[config.mk]
export PLATFORM = sky130hd
export DESIGN_NAME = mc_ctrl_fsm
export DESIGN_NICKNAME = d
export VERILOG_FILES = /design/src/rtl/mcc_pkg.sv /design/src/rtl/mcc_rst_sync.sv /design/src/rtl/mcc_opdec.sv /design/src/rtl/mcc_next.sv /design/src/rtl/mcc_outdec.sv /design/src/rtl/mc_ctrl_fsm.sv
export SDC_FILE = /design/constraint.sdc
export NUM_CORES = 1
export LEC_CHECK = 0
export ABC_AREA = 1
export BUFFER_PORTS_ARGS = -buffer_cell sky130_fd_sc_hd__buf_2
export CAP_MARGIN = 10
export CORE_MARGIN = 1.5
export CORE_UTILIZATION = 35
export DETAILED_ROUTE_END_ITERATION = 6
export PLACE_DENSITY = 0.71
export RECOVER_POWER = 25
export SYNTH_ARGS = -nofsm -noshare
export SYNTH_HDL_FRONTEND = slang
export SYNTH_SLANG_ARGS = --single-unit
[constraint.sdc]
create_clock -name clk -period 1.2 [get_ports clk]
set_input_delay 0.24 -clock clk [delete_from_list [all_inputs] [get_ports clk]]
set_output_delay 0.24 -clock clk [all_outputs]
set_load 0.05 [all_outputs]
[src/rtl/mcc_pkg.sv]
package mcc_pkg;

  typedef enum logic [3:0] {
    ST_FETCH  = 4'd0,
    ST_DECODE = 4'd1,
    ST_MADDR  = 4'd2,
    ST_MRD    = 4'd3,
    ST_LDWB   = 4'd4,
    ST_MWR    = 4'd5,
    ST_REXE   = 4'd6,
    ST_RWB    = 4'd7,
    ST_BEQ    = 4'd8,
    ST_JMP    = 4'd9,
    ST_XUND   = 4'd10,
    ST_XOVF   = 4'd11
  } state_e;

  typedef enum logic [2:0] {
    OC_RTYPE = 3'd0,
    OC_LOAD  = 3'd1,
    OC_STORE = 3'd2,
    OC_BEQ   = 3'd3,
    OC_JMP   = 3'd4,
    OC_BAD   = 3'd5
  } opcls_e;

  // Select encodings consumed by the datapath multiplexers.
  localparam logic       ASRC_PC    = 1'b0;
  localparam logic       ASRC_REG   = 1'b1;
  localparam logic [1:0] BSRC_REG   = 2'b00;
  localparam logic [1:0] BSRC_FOUR  = 2'b01;
  localparam logic [1:0] BSRC_IMM   = 2'b10;
  localparam logic [1:0] BSRC_BOFF  = 2'b11;
  localparam logic [1:0] ALU_ADD    = 2'b00;
  localparam logic [1:0] ALU_SUB    = 2'b01;
  localparam logic [1:0] ALU_FUNC   = 2'b10;
  localparam logic [1:0] PCS_ALU    = 2'b00;
  localparam logic [1:0] PCS_ALUREG = 2'b01;
  localparam logic [1:0] PCS_JADDR  = 2'b10;
  localparam logic [1:0] PCS_VEC    = 2'b11;
  localparam logic       CAUSE_UND  = 1'b0;
  localparam logic       CAUSE_OVF  = 1'b1;

  typedef struct packed {
    logic       mem_rd;
    logic       mem_wr;
    logic       addr_sel;
    logic       ir_we;
    logic       alu_a_sel;
    logic [1:0] alu_b_sel;
    logic [1:0] alu_op;
    logic       pc_we;
    logic       pc_we_cond;
    logic [1:0] pc_src;
    logic       dst_sel;
    logic       rf_we;
    logic       wb_sel;
    logic       epc_we;
    logic       cause_we;
    logic       cause_code;
    logic       vec_sel;
    logic       kmode_set;
    logic       intr_off;
  } ctrl_t;

endpackage

[src/rtl/mcc_rst_sync.sv]
module mcc_rst_sync #(
  parameter int unsigned STAGES = 2
) (
  input  logic clk,
  input  logic arst_n,
  output logic srst_n
);

  generate
    if (STAGES <= 1) begin : g_single
      logic q;
      always_ff @(posedge clk or negedge arst_n) begin
        if (!arst_n) q <= 1'b0;
        else         q <= 1'b1;
      end
      assign srst_n = q;
    end else begin : g_chain
      logic [STAGES-1:0] sh;
      always_ff @(posedge clk or negedge arst_n) begin
        if (!arst_n) sh <= '0;
        else         sh <= {sh[STAGES-2:0], 1'b1};
      end
      assign srst_n = sh[STAGES-1];
    end
  endgenerate

endmodule

[src/rtl/mcc_opdec.sv]
module mcc_opdec
  import mcc_pkg::*;
#(
  parameter int unsigned OPC_W  = 6,
  parameter int unsigned OP_R   = 'h00,
  parameter int unsigned OP_LD  = 'h23,
  parameter int unsigned OP_ST  = 'h2B,
  parameter int unsigned OP_BEQ = 'h04,
  parameter int unsigned OP_J   = 'h02
) (
  input  logic [OPC_W-1:0] opcode,
  input  logic             ill_hint,
  output opcls_e           cls
);

  always_comb begin
    if (ill_hint)                      cls = OC_BAD;
    else if (opcode == OPC_W'(OP_R))   cls = OC_RTYPE;
    else if (opcode == OPC_W'(OP_LD))  cls = OC_LOAD;
    else if (opcode == OPC_W'(OP_ST))  cls = OC_STORE;
    else if (opcode == OPC_W'(OP_BEQ)) cls = OC_BEQ;
    else if (opcode == OPC_W'(OP_J))   cls = OC_JMP;
    else                               cls = OC_BAD;
  end

endmodule

[src/rtl/mcc_next.sv]
module mcc_next
  import mcc_pkg::*;
(
  input  state_e state,
  input  opcls_e cls,
  input  logic   ovf,
  output state_e state_nxt
);

  always_comb begin
    state_nxt = ST_FETCH;
    case (state)
      ST_FETCH:  state_nxt = ST_DECODE;
      ST_DECODE: begin
        case (cls)
          OC_RTYPE: state_nxt = ST_REXE;
          OC_LOAD:  state_nxt = ST_MADDR;
          OC_STORE: state_nxt = ST_MADDR;
          OC_BEQ:   state_nxt = ST_BEQ;
          OC_JMP:   state_nxt = ST_JMP;
          default:  state_nxt = ST_XUND;
        endcase
      end
      // The store/load split re-reads the class, which holds while IR is stable.
      ST_MADDR:  state_nxt = (cls == OC_STORE) ? ST_MWR : ST_MRD;
      ST_MRD:    state_nxt = ST_LDWB;
      ST_LDWB:   state_nxt = ST_FETCH;
      ST_MWR:    state_nxt = ST_FETCH;
      ST_REXE:   state_nxt = ST_RWB;
      ST_RWB:    state_nxt = ovf ? ST_XOVF : ST_FETCH;
      ST_BEQ:    state_nxt = ST_FETCH;
      ST_JMP:    state_nxt = ST_FETCH;
      ST_XUND:   state_nxt = ST_FETCH;
      ST_XOVF:   state_nxt = ST_FETCH;
      default:   state_nxt = ST_FETCH;
    endcase
  end

endmodule

[src/rtl/mcc_outdec.sv]
module mcc_outdec
  import mcc_pkg::*;
(
  input  state_e state,
  input  logic   ovf,
  output ctrl_t  ctl
);

  always_comb begin
    ctl = '0;
    case (state)
      ST_FETCH: begin
        ctl.mem_rd    = 1'b1;
        ctl.addr_sel  = 1'b0;
        ctl.ir_we     = 1'b1;
        ctl.alu_a_sel = ASRC_PC;
        ctl.alu_b_sel = BSRC_FOUR;
        ctl.alu_op    = ALU_ADD;
        ctl.pc_we     = 1'b1;
        ctl.pc_src    = PCS_ALU;
      end
      ST_DECODE: begin
        ctl.alu_a_sel = ASRC_PC;
        ctl.alu_b_sel = BSRC_BOFF;
        ctl.alu_op    = ALU_ADD;
      end
      ST_MADDR: begin
        ctl.alu_a_sel = ASRC_REG;
        ctl.alu_b_sel = BSRC_IMM;
        ctl.alu_op    = ALU_ADD;
      end
      ST_MRD: begin
        ctl.mem_rd   = 1'b1;
        ctl.addr_sel = 1'b1;
      end
      ST_MWR: begin
        ctl.mem_wr   = 1'b1;
        ctl.addr_sel = 1'b1;
      end
      ST_LDWB: begin
        ctl.rf_we   = 1'b1;
        ctl.dst_sel = 1'b0;
        ctl.wb_sel  = 1'b1;
      end
      ST_REXE: begin
        ctl.alu_a_sel = ASRC_REG;
        ctl.alu_b_sel = BSRC_REG;
        ctl.alu_op    = ALU_FUNC;
      end
      ST_RWB: begin
        ctl.rf_we   = ~ovf;
        ctl.dst_sel = 1'b1;
        ctl.wb_sel  = 1'b0;
      end
      ST_BEQ: begin
        ctl.alu_a_sel  = ASRC_REG;
        ctl.alu_b_sel  = BSRC_REG;
        ctl.alu_op     = ALU_SUB;
        ctl.pc_we_cond = 1'b1;
        ctl.pc_src     = PCS_ALUREG;
      end
      ST_JMP: begin
        ctl.pc_we  = 1'b1;
        ctl.pc_src = PCS_JADDR;
      end
      ST_XUND, ST_XOVF: begin
        ctl.alu_a_sel  = ASRC_PC;
        ctl.alu_b_sel  = BSRC_FOUR;
        ctl.alu_op     = ALU_SUB;
        ctl.epc_we     = 1'b1;
        ctl.cause_we   = 1'b1;
        ctl.cause_code = (state == ST_XOVF) ? CAUSE_OVF : CAUSE_UND;
        ctl.pc_we      = 1'b1;
        ctl.pc_src     = PCS_VEC;
        ctl.vec_sel    = 1'b1;
        ctl.kmode_set  = 1'b1;
        ctl.intr_off   = 1'b1;
      end
      default: ctl = '0;
    endcase
  end

endmodule

[src/rtl/mc_ctrl_fsm.sv]
module mc_ctrl_fsm
  import mcc_pkg::*;
#(
  parameter int unsigned OPC_W       = 6,
  parameter int unsigned OP_R        = 'h00,
  parameter int unsigned OP_LD       = 'h23,
  parameter int unsigned OP_ST       = 'h2B,
  parameter int unsigned OP_BEQ      = 'h04,
  parameter int unsigned OP_J        = 'h02,
  parameter int unsigned SYNC_STAGES = 2
) (
  input  logic             clk,
  input  logic             rst_n,
  input  logic [OPC_W-1:0] opcode,
  input  logic             ill_hint,
  input  logic             ovf,
  output logic             mem_rd,
  output logic             mem_wr,
  output logic             addr_sel,
  output logic             ir_we,
  output logic             alu_a_sel,
  output logic [1:0]       alu_b_sel,
  output logic [1:0]       alu_op,
  output logic             pc_we,
  output logic             pc_we_cond,
  output logic [1:0]       pc_src,
  output logic             dst_sel,
  output logic             rf_we,
  output logic             wb_sel,
  output logic             epc_we,
  output logic             cause_we,
  output logic             cause_code,
  output logic             vec_sel,
  output logic             kmode_set,
  output logic             intr_off
);

  logic   rst_sync_n;
  state_e state_q;
  state_e state_nxt;
  opcls_e cls;
  ctrl_t  ctl;

  mcc_rst_sync #(.STAGES(SYNC_STAGES)) u_rst (
    .clk    (clk),
    .arst_n (rst_n),
    .srst_n (rst_sync_n)
  );

  mcc_opdec #(
    .OPC_W(OPC_W), .OP_R(OP_R), .OP_LD(OP_LD),
    .OP_ST(OP_ST), .OP_BEQ(OP_BEQ), .OP_J(OP_J)
  ) u_opdec (
    .opcode   (opcode),
    .ill_hint (ill_hint),
    .cls      (cls)
  );

  mcc_next u_next (
    .state     (state_q),
    .cls       (cls),
    .ovf       (ovf),
    .state_nxt (state_nxt)
  );

  always_ff @(posedge clk or negedge rst_sync_n) begin
    if (!rst_sync_n) state_q <= ST_FETCH;
    else             state_q <= state_nxt;
  end

  mcc_outdec u_out (
    .state (state_q),
    .ovf   (ovf),
    .ctl   (ctl)
  );

  assign mem_rd     = ctl.mem_rd;
  assign mem_wr     = ctl.mem_wr;
  assign addr_sel   = ctl.addr_sel;
  assign ir_we      = ctl.ir_we;
  assign alu_a_sel  = ctl.alu_a_sel;
  assign alu_b_sel  = ctl.alu_b_sel;
  assign alu_op     = ctl.alu_op;
  assign pc_we      = ctl.pc_we;
  assign pc_we_cond = ctl.pc_we_cond;
  assign pc_src     = ctl.pc_src;
  assign dst_sel    = ctl.dst_sel;
  assign rf_we      = ctl.rf_we;
  assign wb_sel     = ctl.wb_sel;
  assign epc_we     = ctl.epc_we;
  assign cause_we   = ctl.cause_we;
  assign cause_code = ctl.cause_code;
  assign vec_sel    = ctl.vec_sel;
  assign kmode_set  = ctl.kmode_set;
  assign intr_off   = ctl.intr_off;

endmodule

# == Word-level counts from Yosys, hierarchy flattened ==
# Cells that the tools add are included.
# classes
eq_ne,19
mux,21
bitwise,1
reduce_logical,8
# ops
op,n
$pmux W5 S6,1
$pmux W4 S6,1
$mux W3,6
$eq A4 B3 Y1 const B,4
$eq A4 B4 Y1 const B,4
$pmux W4 S4,1
$eq A6 B6 Y1 const B,2
$eq A4 B2 Y1 const B,2
$mux W1,8
$reduce_or A2 Y1,4
$eq A3 B2 Y1 const B,2
$eq A6 B2 Y1 const B,1
$eq A6 B3 Y1 const B,1
$logic_not A6 Y1,1
$mux W6,1
$pmux W2 S3,1
$pmux W3 S2,1
$eq A4 B1 Y1 const B,1
$logic_not A4 Y1,1
$mux W4,1
$reduce_or A4 Y1,1
$eq A3 B1 Y1 const B,1
$eq A3 B3 Y1 const B,1
$logic_not A3 Y1,1
$not A1 Y1,1
# word_totals
reg_bits,6
inputBits,10
wordCells,51

# == Logic depth before layout (Yosys ltp) ==
# depth
word_depth,11
ltp_mapped,9

# == Hierarchy ==
# A second synthesis with hierarchy kept.
# unflattened
hier_cells,114
hier_area_um2,655.6
# modules_own_cells
mod,instances,cells_per_inst,area_per_inst_um2,seq_area_each_um2
mcc_next,1,39,196.4,0.0
mcc_outdec,1,44,190.2,0.0
mcc_opdec,1,24,115.1,0.0
mc_ctrl_fsm,1,4,100.1,100.1
mcc_rst_sync,1,3,53.8,50.0

# == Least setup slack after synthesis ==
# No wires, ideal clock.
# synth_timing
path_kind,register to output
from,reg state_q[3]
to,out rf_we
arrival_ns,2.369
required_time_ns,0.960
path_slack_ns,-1.409
path_stages_with_launch,4
cell_sequence,dfrtp_1 -> inv_1 -> nand2_1 -> a2111oi_1
# synth_between
elab_chain_cells,2
elab_cells_between_ends,3
classes_between,2 x eq/ne; 1 x mux
# synth_rtl
item,line,text
start: declaration,mc_ctrl_fsm.sv:39,state_e state_q;
start signal: assignment,mc_ctrl_fsm.sv:68,else state_q <= state_nxt;
$eq A4 B3 Y1,mcc_outdec.sv:11,case (state)
$pmux W3 S2 (*),mcc_outdec.sv:11,
end: declaration,mc_ctrl_fsm.sv:28,"output logic rf_we,"
# Mark *: on every way between the ends. The rest lies on a longest branch, timed or not.

# == Worst setup path in the final report ==
# layout_timing
from,reg state_q[3]
to,out alu_b_sel[0]
# layout_between
elab_chain_cells,3
elab_cells_between_ends,9
classes_between,6 x eq/ne; 1 x mux; 2 x reduce/logical
# layout_rtl
item,line,text
$eq A4 B4 Y1,mcc_outdec.sv:11,
$reduce_or A2 Y1,mcc_outdec.sv:11,
$pmux W5 S6 (*),mcc_outdec.sv:11,
end: declaration,mc_ctrl_fsm.sv:22,"output logic [1:0] alu_b_sel,"
# Marks and branches as above.

==> results.py <==
metrics = {
    "status": {
        "outcome": "finished with violations",
        "violations": "negative setup slack",
    },
    "timing": {
        "timing.final.ws_setup_ns": -0.5866,
        "final.period_utilization_pct": 148.9,
        "hold_viol": 0,
        "fin_crit_ns": 1.787,
        "fin_tns_setup_ns": -10.91,
        "rsz0062_at_grt": "true",
        "max_freq_mhz": 559.7,
        "fin_worst_skew_ns": 0.009018,
        "drv_slew": 0,
        "finalSetupViolCount": 26,
    },
    "place": {
        "io_buffers": 31,
        "place_ws_ns": -0.3037,
        "dp.cells": 159,
        "gp_congestion": 0.8049,
        "dpl.hpwl_um": 1465,
    },
    "global_routing": {
        "grt_max_degree": 9,
        "grt_pass1_wl_um": 4105,
        "grt_overflow": 0,
        "antenna_found_initial": 0,
        "grt_usage_pct": 31.18,
        "grt_pass1_vias": 820,
    },
    "yosys": {
        "seq_area_frac_synth_pct": 25.42,
        "synthesis.nets": 104,
        "yosysUniqueCellTypes": 21,
        "syn_inst": 94,
        "synth_top_cell_by_area": "dfrtp_1",
        "syn_area_um2": 590.6,
        "syn_area_per_cell_um2": 6.283,
        "yosys_warnings": 0,
        "ys_top_cells_by_area": "dfrtp_1 (25%), nor2_1 (17%), nand3_2 (8.5%)",
        "ys_seq_elements": 6,
        "yosysTopAreaCellShare_pct": 25.42,
    },
    "setup_path": {
        "start_kind": "register",
        "path_max_fanout": 8,
        "cp_cell_sequence": "inv_2, nor2_4, inv_6, nor2_4, o21bai_2, buf_6",
        "crit_family": "flip-flops",
        "slowest_delay_ns": 0.43,
        "critPathMostFrequentCell": "nor2_4",
        "r2r_slack_ns": -0.24,
        "required_ns": 0.96,
        "slowest_stage": "dfrtp_1",
        "critical_path_arrival_ns": 1.55,
        "crit_buf_inv": 3,
        "end_kind": "output pin",
        "crit_type": "reg -> out",
    },
    "floorplanning": {
        "die_h_um": 44.08,
        "die_area_mm2": 0.001943,
        "rows": 14,
        "die_w_um": 44.08,
        "start_util_pct": 38.31,
        "core_area_mm2": 0.001541,
        "ios": 32,
    },
    "detailed_routing": {
        "wire_per_inst_um": 17.92,
        "ant_nets": 0,
        "drc": 0,
        "drt-vias-per-instance": 5.329,
        "drt_iter0_drc": 17,
        "routed_wirelength_um": 2993,
        "vias": 890,
        "dr.pass1.iters": 4,
    },
    "cells_and_area": {
        "num-nets-final": 163,
        "layout_commonest_cell": "buf_6",
        "finalCoreUtilization_pct": 93.34,
        "final_cell_mix": "buf_6 (21), buf_4 (16), nor2_4 (15)",
        "area_growth_syn_to_layout_pct": 143.6,
        "fin_cells": 167,
        "drive_above_1_share_pct": 72.85,
        "insertedDiodeCount": 0,
    },
    "clock_tree": {
        "clk_latency_ns": 0.26,
        "cts.sinks": 6,
        "cts_tree": "yes",
        "clk_pin_slew_ns": 0.05,
        "cts_made_buffers": 3,
        "cts_buffer_depth": 2,
        "cts_root_buf": "clkbuf_4",
        "htreeDepth": 1,
    },
    "min_path": {
        "min_path_type": "reg -> async",
    },
    "flow_run": {
        "max_cap_viol_count": 0,
    },
}
## cells in the mapped netlist, drive strengths merged
master and n:
nor2 29, conb 1, nand2 14, nand4 1, o21ai 3, dfrtp 6, a2111oi 1, nand3 13
buf 5, a21oi 3, o22ai 1, o21bai 1, inv 15, or2 1
## per-layer routing
metal  part of all wire, %  global-route usage [%]
met1                    41                   38.78
met2                    50                   53.82
met4                   2.8                   14.55
met3                   6.2                   3.265
met5                     0                       0
## repair_timing
item                                   CTS  global route
setup buffers                            2             2
endpoints found under the hold margin    2             0
resized for setup                       73            25
hold buffers                             1             0
setup endpoints to repair               25            26
pin swaps                                5             7
## through the flow
stage | hold slack, ns | cell area, um^2
2_1_floorplan | -0.05559 | 743.2
3_3_place_gp | 0.02463 | 1047
3_5_place_dp | 0.02639 | 1047
5_1_grt | 0.08115 | 1439
4_1_cts | 0.06079 | 1328
6_report | 0.05801 | 1439
## registers in the layout (all words and copies together), names as in the netlist
signal            flops
u_rst.g_chain.sh      2
state_q               4
## final timing paths
| check | startpoint | end | depth (start not counted) |
|---|---|---|---|
| min in group clk | ill_hint | state_q[2]$_DFF_PN0_ | 4 |
| max in group asynchronous | rst_n | u_rst.g_chain.sh[0]$_DFF_PN0_ | 2 |
| worst min register to register | u_rst.g_chain.sh[1]$_DFF_PN0_ | state_q[2]$_DFF_PN0_ | 0 |
| worst min-delay path | u_rst.g_chain.sh[1]$_DFF_PN0_ | state_q[2]$_DFF_PN0_ | 0 |
| worst max register to register | state_q[1]$_DFF_PN0_ | state_q[2]$_DFF_PN0_ | 9 |
| worst max-delay path | state_q[3]$_DFF_PN0_ | alu_b_sel[0] | 6 |
## final cells by class
type,count,area (um^2)
clock buffers,3,22.52
fillers,48,102.6
inverters,15,76.32
multi-input cells,68,570.5
flip-flops and latches,6,152.6
well taps,16,20.02
repair buffers,59,596.8
## logic make-up (layout without fill, tap and decap cells)
logic type / Yosys count / count (layout) / share of synthesized area, %
AND/OR/NAND/NOR: 58 / 58 / 48.31
buffers and inverters: 20 / 77 / 16.52
AO/OA/AOI/OAI: 9 / 9 / 9.110
flip-flops: 6 / 6 / 25.42
other: 1 / 1 / 0.6350
Power is left out: the tool's default activity adds up to more than one toggle a clock period on the data nets, which glitch-free logic cannot reach.
